===== src/rtl/sw_mem_reader.sv =====
module sw_mem_reader #(
  parameter logic [7:0] SKIP_OP  = 8'hCC,
  parameter logic [7:0] PAGE_OP  = 8'hC3,
  parameter logic [7:0] FIELD_OP = 8'hF0
) (
  input  logic       clk,
  input  logic       rst_n,
  input  logic       bus_rst,
  input  logic       rx_valid,
  input  logic [7:0] rx_data,
  output logic       rx_ready,
  input  logic       rd_req,
  output logic       rd_valid,
  output logic [7:0] rd_data,
  output logic [6:0] mem_addr,
  input  logic [7:0] mem_rdata
);

  typedef enum logic [3:0] {
    S_ROM, S_FUNC, S_ALO, S_AHI, S_ACRC, S_DATA, S_PCRC, S_DONE, S_DEAD
  } st_t;

  st_t        st;
  logic [7:0] ptr, crc;
  logic       field, oob;

  function automatic logic [7:0] crc_upd(input logic [7:0] c, input logic [7:0] d);
    logic [7:0] r;
    r = c;
    for (int i = 0; i < 8; i++) begin
      if (r[0] ^ d[i]) r = {1'b0, r[7:1]} ^ 8'h8C;
      else             r = {1'b0, r[7:1]};
    end
    return r;
  endfunction

  assign rx_ready = st inside {S_ROM, S_FUNC, S_ALO, S_AHI, S_DEAD};
  assign mem_addr = ptr[6:0];

  logic take, page_end;
  assign take     = rx_valid && rx_ready;
  assign page_end = field ? (ptr[6:0] == 7'd127) : (ptr[4:0] == 5'd31);

  always_ff @(posedge clk or negedge rst_n) begin
    if (!rst_n) begin
      st <= S_ROM; ptr <= '0; crc <= '0; field <= 1'b0; oob <= 1'b0;
      rd_valid <= 1'b0; rd_data <= 8'hFF;
    end else if (bus_rst) begin
      st <= S_ROM; ptr <= '0; crc <= '0; field <= 1'b0; oob <= 1'b0;
      rd_valid <= 1'b0; rd_data <= 8'hFF;
    end else begin
      rd_valid <= rd_req;
      if (rd_req) rd_data <= 8'hFF;
      case (st)
        S_ROM: if (take && rx_data == SKIP_OP) st <= S_FUNC;
        S_FUNC: if (take) begin
          crc <= crc_upd(8'h00, rx_data);
          if (rx_data == PAGE_OP) begin
            field <= 1'b0; st <= S_ALO;
          end else if (rx_data == FIELD_OP) begin
            field <= 1'b1; st <= S_ALO;
          end else st <= S_DEAD;
        end
        S_ALO: if (take) begin
          ptr <= rx_data; crc <= crc_upd(crc, rx_data); st <= S_AHI;
        end
        S_AHI: if (take) begin
          oob <= (rx_data != 8'h00) || ptr[7];
          crc <= crc_upd(crc, rx_data); st <= S_ACRC;
        end
        S_ACRC: if (rd_req) begin
          rd_data <= crc; crc <= '0;
          st <= oob ? S_DONE : S_DATA;
        end
        S_DATA: if (rd_req) begin
          rd_data <= mem_rdata;
          crc <= crc_upd(crc, mem_rdata);
          ptr <= ptr + 8'd1;
          if (page_end) st <= S_PCRC;
        end
        S_PCRC: if (rd_req) begin
          rd_data <= crc; crc <= '0;
          st <= ptr[7] ? S_DONE : S_DATA;
        end
        default: ;
      endcase
    end
  end


  rd_valid_chk: assert property (@(posedge clk) disable iff (!rst_n || bus_rst)
    rd_req |=> rd_valid);


  bus_rst_chk: assert property (@(posedge clk) disable iff (!rst_n)
    bus_rst |=> (st == S_ROM && !rd_valid));


  page_crc_chk: assert property (@(posedge clk) disable iff (!rst_n || bus_rst)
    (st == S_DATA && rd_req && !field && ptr[4:0] == 5'd31) |=> st == S_PCRC);


  done_ff_chk: assert property (@(posedge clk) disable iff (!rst_n || bus_rst)
    (st == S_DONE && rd_req) |=> rd_data == 8'hFF);


  dead_hold_chk: assert property (@(posedge clk) disable iff (!rst_n || bus_rst)
    st == S_DEAD |=> st == S_DEAD);

endmodule


===== config.mk =====
export PLATFORM = sky130hd
export DESIGN_NAME = sw_mem_reader
export DESIGN_NICKNAME = d
export VERILOG_FILES = /design/src/rtl/sw_mem_reader.sv
export SDC_FILE = /design/constraint.sdc
export NUM_CORES = 1
export LEC_CHECK = 0
export BUFFER_PORTS_ARGS = -buffer_cell sky130_fd_sc_hd__clkbuf_2
export CELL_PAD_IN_SITES_DETAIL_PLACEMENT = 0
export CELL_PAD_IN_SITES_GLOBAL_PLACEMENT = 1
export CORE_UTILIZATION = 44
export DETAILED_ROUTE_END_ITERATION = 12
export PLACE_DENSITY_LB_ADDON = 0.25
export SYNTH_ARGS = -nofsm -noshare
export SYNTH_HDL_FRONTEND = slang
export SYNTH_SLANG_ARGS = --single-unit
export TNS_END_PERCENT = 1

===== constraint.sdc =====
create_clock -name clk -period 2.3 [get_ports clk]
set_input_delay 0.23 -clock clk [delete_from_list [all_inputs] [get_ports clk]]
set_output_delay 0.23 -clock clk [all_outputs]
set_load 0.03 [all_outputs]

======== After elaboration in Yosys (flattened, before gate mapping) ========
Cells that the tools add are included.
cells by class
  bitwise operators ....................... 59
  mux-type cells .......................... 154
  equality and inequality tests ........... 21
  add/subtract/negate cells ............... 1
  reduce and logical (&&, ||, !) cells .... 19
operators with widths
  operator               number
  $mux W8                127
  $not A2 Y3             29
  $mux W4                11
  $pmux W8 S5            1
  $pmux W8 S2            2
  $xor A1 B1 Y1          30
  $pmux W4 S7            1
  $eq A8 B8 Y1 const B   3
  $ne A3 B3 Y1 const B   7
  $reduce_bool A8 Y1     2
  $eq A4 B3 Y1 const B   3
  $mux W1                10
  $reduce_and A9 Y1      1
  $add A8 B1 Y8 const B  1
  $eq A4 B2 Y1 const B   2
  $eq A7 B7 Y1 const B   1
  $reduce_and A3 Y1      2
  $reduce_and A6 Y1      1
  $reduce_bool A2 Y1     3
  $reduce_bool A3 Y1     2
  $reduce_bool A6 Y1     1
  $eq A5 B5 Y1 const B   1
  $reduce_bool A5 Y1     1
  $eq A4 B1 Y1 const B   1
  other kinds (9)        11
word-level totals
  output and inout bits ................... 17
  register bits after elaboration ......... 31

======== Longest topological paths before layout ========
  depth after elaboration ................. 41
  gate-level depth with buffers ........... 9
  gate-level depth less buffers ........... 9

======== Worst setup path before layout ========
No wires, ideal clock.
  kind .................................... reg-to-reg
  start ................................... register st[2]
  end ..................................... register crc[1]
  arrival ................................. 1.750 ns
  library setup time ...................... 0.135 ns
  path slack .............................. 0.415 ns
  clock period less this slack ............ 1.885 ns
  cell stages (with the launch flop) ...... 8
  path through ............................ dfrtp_1 > buf_6 > and3_1 > nor3_4 > o21ai_0 > or3b_1 > a222oi_1 > nor3_1
between the ends
  word-level cells in the longest chain between the ends .. 5
ends and longest elaborated chain
  item                                        RTL line  RTL
  start: declaration                          23        st_t st;
  start signal: assignment                    73        st <= oob ? S_DONE : S_DATA;
  start signal: assignment                    83        st <= ptr[7] ? S_DONE : S_DATA;
  $eq A4 B1 Y1, or another cell as far along  37, 54
  $reduce_bool A5 Y1                          37        assign rx_ready = st inside {S_ROM, S_FUNC, S_ALO, S_AHI, S_DEAD};
  $logic_and A1 B1 Y1                         41        assign take = rx_valid && rx_ready;
  $ne A3 B3 Y1 (no source line)               --
  $reduce_and A6 Y1 (no source line)          --
  end signal: assignment                      57        crc <= crc_upd(8'h00, rx_data);
  end signal: assignment                      77        crc <= crc_upd(crc, mem_rdata);
  end: declaration                            24        logic [7:0] ptr, crc;
Several ways; a longest one is shown, not always the timed one.
A chain may end at the register's enable or synchronous reset.

======== Worst setup path in the final report ========
  start ................................... register st[1]
  end ..................................... register crc[1]
Same word-level chain as after synthesis.

==> flow_metrics.py <==
metrics = {
    "run_status": {
        "status": "finished, final reports clean",
    },
    "setup_path": {
        "slowest_stage": "dfrtp_1",
        "max_stage_delay_ns": 0.58,
        "r2r_start": "st[1]$_DFFE_PN0P_",
        "startpoint": "st[1]$_DFFE_PN0P_",
        "cp-endpoint": "crc[1]$_DFFE_PN0P_",
        "rrSetupSlack_ns": 0.19,
        "cp_max_fo": 14,
        "worst_r2r_path_depth": 5,
        "critPathCaptureType": "flop",
        "worstPathCellList": "nor2b_1 > o21ai_0 > a311o_1 > a222oi_1 > nor3_1",
        "crit_required_ns": 2.47,
        "path_class": "flop to flop",
        "r2r_end": "crc[1]$_DFFE_PN0P_",
        "startpoint_type": "flop",
        "cp.arrival_ns": 2.28,
    },
    "synth": {
        "syn_area_mm2": 0.00274,
        "synth_compound_area_frac": 0.220,
        "async_flop_share": 1.00,
        "synth_warnings": 0,
        "synth.area.mux_share": 0.00777,
        "synthAdderAreaFrac": 0.0183,
        "syn_avg_cell_area_um2": 8.66,
        "yosysSeqAreaShare": 0.287,
        "syn_nets": 341,
        "synth_xor_area_frac": 0.200,
        "synth_edf_count": 0,
        "synth_top_family_by_area": "compound AO/OA/AOI/OAI gates",
        "yosys_register_bits": 31,
        "synthDistinctLibCells": 65,
        "synthSimpleGateAreaFrac": 0.197,
        "synth_top_flop_cell": "dfrtp_1",
        "syn_inst": 316,
    },
    "finish": {
        "finish.instance_area_mm2": 0.00307,
        "drive_gt1_frac": 0.251,
        "final_cell_mix": "clkbuf_2 (37), nor2_1 (35), xnor2_1 (31), a21oi_1 (30), o21ai_0 (27)",
        "layout-area-overhead-vs-synth_pct": 12.2,
        "final_nets": 374,
        "final_cells": 425,
        "multiInputGateArea_mm2": 0.00176,
        "final_common_cell": "clkbuf_2",
        "fillers": 591,
        "seq_area_um2": 786,
        "n_antenna_cell": 0,
    },
    "floorplanning": {
        "core-area_mm2": 0.00596,
        "start_util": 0.459,
        "ios": 38,
        "rows": 28,
        "die_h_um": 80.9,
        "fp.dieArea_mm2": 0.00654,
        "dieWidth_um": 80.9,
    },
    "timing": {
        "fin_skew_ns": 0.00974,
        "worst-slew-pin-transition_ns": 0.849,
        "rsz0062_at_grt": "no",
        "slew_headroom": 0.434,
        "holdWs_ns": 0.0258,
        "period_share": 0.919,
        "fin_ws_ns": 0.187,
        "max_freq_ghz": 0.473,
        "final.setup.tns_ns": 0,
        "fin_crit_ns": 2.11,
        "hold_viol_final": 0,
        "slew_violations": 0,
        "setup_viol": 0,
    },
    "grt": {
        "grt_overflow": 0,
        "grt_pass1_vias": 2301,
        "grt_max_degree": 32,
        "grt_first_pass_wirelength_mm": 12.0,
        "antenna_found_initial": 0,
        "track_usage": 0.243,
    },
    "drt": {
        "avgRoutedWirePerCell_um": 17.4,
        "drt_iter0_drc": 169,
        "num_vias": 2445,
        "antenna_left": 0,
        "vias_per_cell": 5.75,
        "dr.pass1.iters": 4,
        "drc": 0,
        "wl_mm": 7.38,
    },
    "placed_design": {
        "placed_cells": 417,
        "port_buffers": 37,
        "place_ws_ns": 0.133,
        "gp_congestion": 0.902,
        "dp_hpwl_mm": 5.45,
        "placed_area_mm2": 0.00295,
    },
    "run": {
        "maxCapViolCount": 0,
    },
    "clock_tree": {
        "hold_buffers": 0,
        "clock_sinks": 31,
        "h-tree-depth": 2,
        "root_buffer": "clkbuf_8",
        "cts_made_buffers": 5,
        "path_clk_slew_ns": 0.08,
        "insertion_delay_ns": 0.30,
        "cts_buffer_depth": 2,
        "postCtsSetupRepairBufs": 0,
        "cts_repair_resize_count": 0,
        "cts_tree": "yes",
    },
    "power": {
        "power_leakage_nw": 1.30,
        "vdd_drop_max_uv": 201,
        "p_per_area_mw_per_mm2": 470,
    },
    "worst_hold_path": {
        "hold_path_class": "input pin to asynchronous set/reset pin",
    },
}
[area by class of cell]
| type | count | share of cell area |
|---|---|---|
| clock buffer | 6 | 0.0269 |
| multi-input combinational | 254 | 0.573 |
| timing repair buffer | 51 | 0.0945 |
| clock inverter | 2 | 0.0114 |
| inverter | 6 | 0.00733 |
| sequential | 31 | 0.256 |
| tap | 75 | 0.0306 |
[state kept, by name, summed over array words and instances (netlist names)]
name,count
rd_valid,1
rd_data,8
oob,1
st,4
ptr,8
field,1
crc,8
[where the power goes]
group | internal, mW | switching, mW | total [mW]
combinational | 0.128 | 0.170 | 0.298
clock | 0.351 | 0.234 | 0.585
sequential | 0.551 | 0.00724 | 0.559
[synthesized netlist by cell type (all sizes together) (4+ instances only)]
library cell / number / share of area
ha: 4 / 0.018
nand2: 18 / 0.025
nand3: 9 / 0.016
xor2: 13 / 0.044
xnor2: 37 / 0.14
nor2b: 5 / 0.011
nor2: 35 / 0.048
o21ai: 27 / 0.049
clkbuf: 8 / 0.019
nor3: 11 / 0.024
and3: 6 / 0.014
inv: 6 / 0.0082
a221oi: 4 / 0.017
o31ai: 4 / 0.011
a21oi: 30 / 0.055
a211oi: 6 / 0.016
dfstp: 8 / 0.077
dfrtp: 23 / 0.21
buf: 17 / 0.043
[worst min-delay path by stage]
stage	slack (ns)	startpoint	end
floorplan	-0.07	rst_n	crc[0]$_DFFE_PN0P_
global placement	0.37	rst_n	oob$_DFFE_PN0P_
detailed placement	0.38	rst_n	oob$_DFFE_PN0P_
CTS	0.06	rst_n	oob$_DFFE_PN0P_
global route	0.11	rst_n	oob$_DFFE_PN0P_
finish	0.03	rst_n	ptr[7]$_DFFE_PN0P_
[layer usage]
layer  GRT usage  wire length, um  vias up
met3      0.0337              444       10
met4      0.0714              100        0
met5           0                0        -
met1       0.365             3670     1175
met2       0.356             3170       79
li1            -                -     1181
[metrics by stage]
step / utilization / total power [mW]
after floorplan: - / 0.790
after global placement: 0.496 / 0.866
after detailed placement: 0.496 / 0.864
after CTS: 0.516 / 1.45
after global routing: 0.516 / 1.50
final: 0.516 / 1.44
[cell families after synthesis]
| family | after synthesis |
|---|---|
| buffers and inverters | 31 |
| xor gates and xnor gates | 52 |
| muxes | 2 |
| adders and majority gates | 4 |
| DFF | 31 |
| and+or+nand+nor | 104 |
| AOI/OAI and AO/OA | 92 |
[worst max-delay path: cells and delay by family, from the launching register on]
family | cells | cell delay (ns)
AND/OR/NAND/NOR | 2 | 0.31
flip-flops | 1 | 0.58
AO/OA/AOI/OAI | 3 | 1.08
Power figures use the tool's default switching activity.
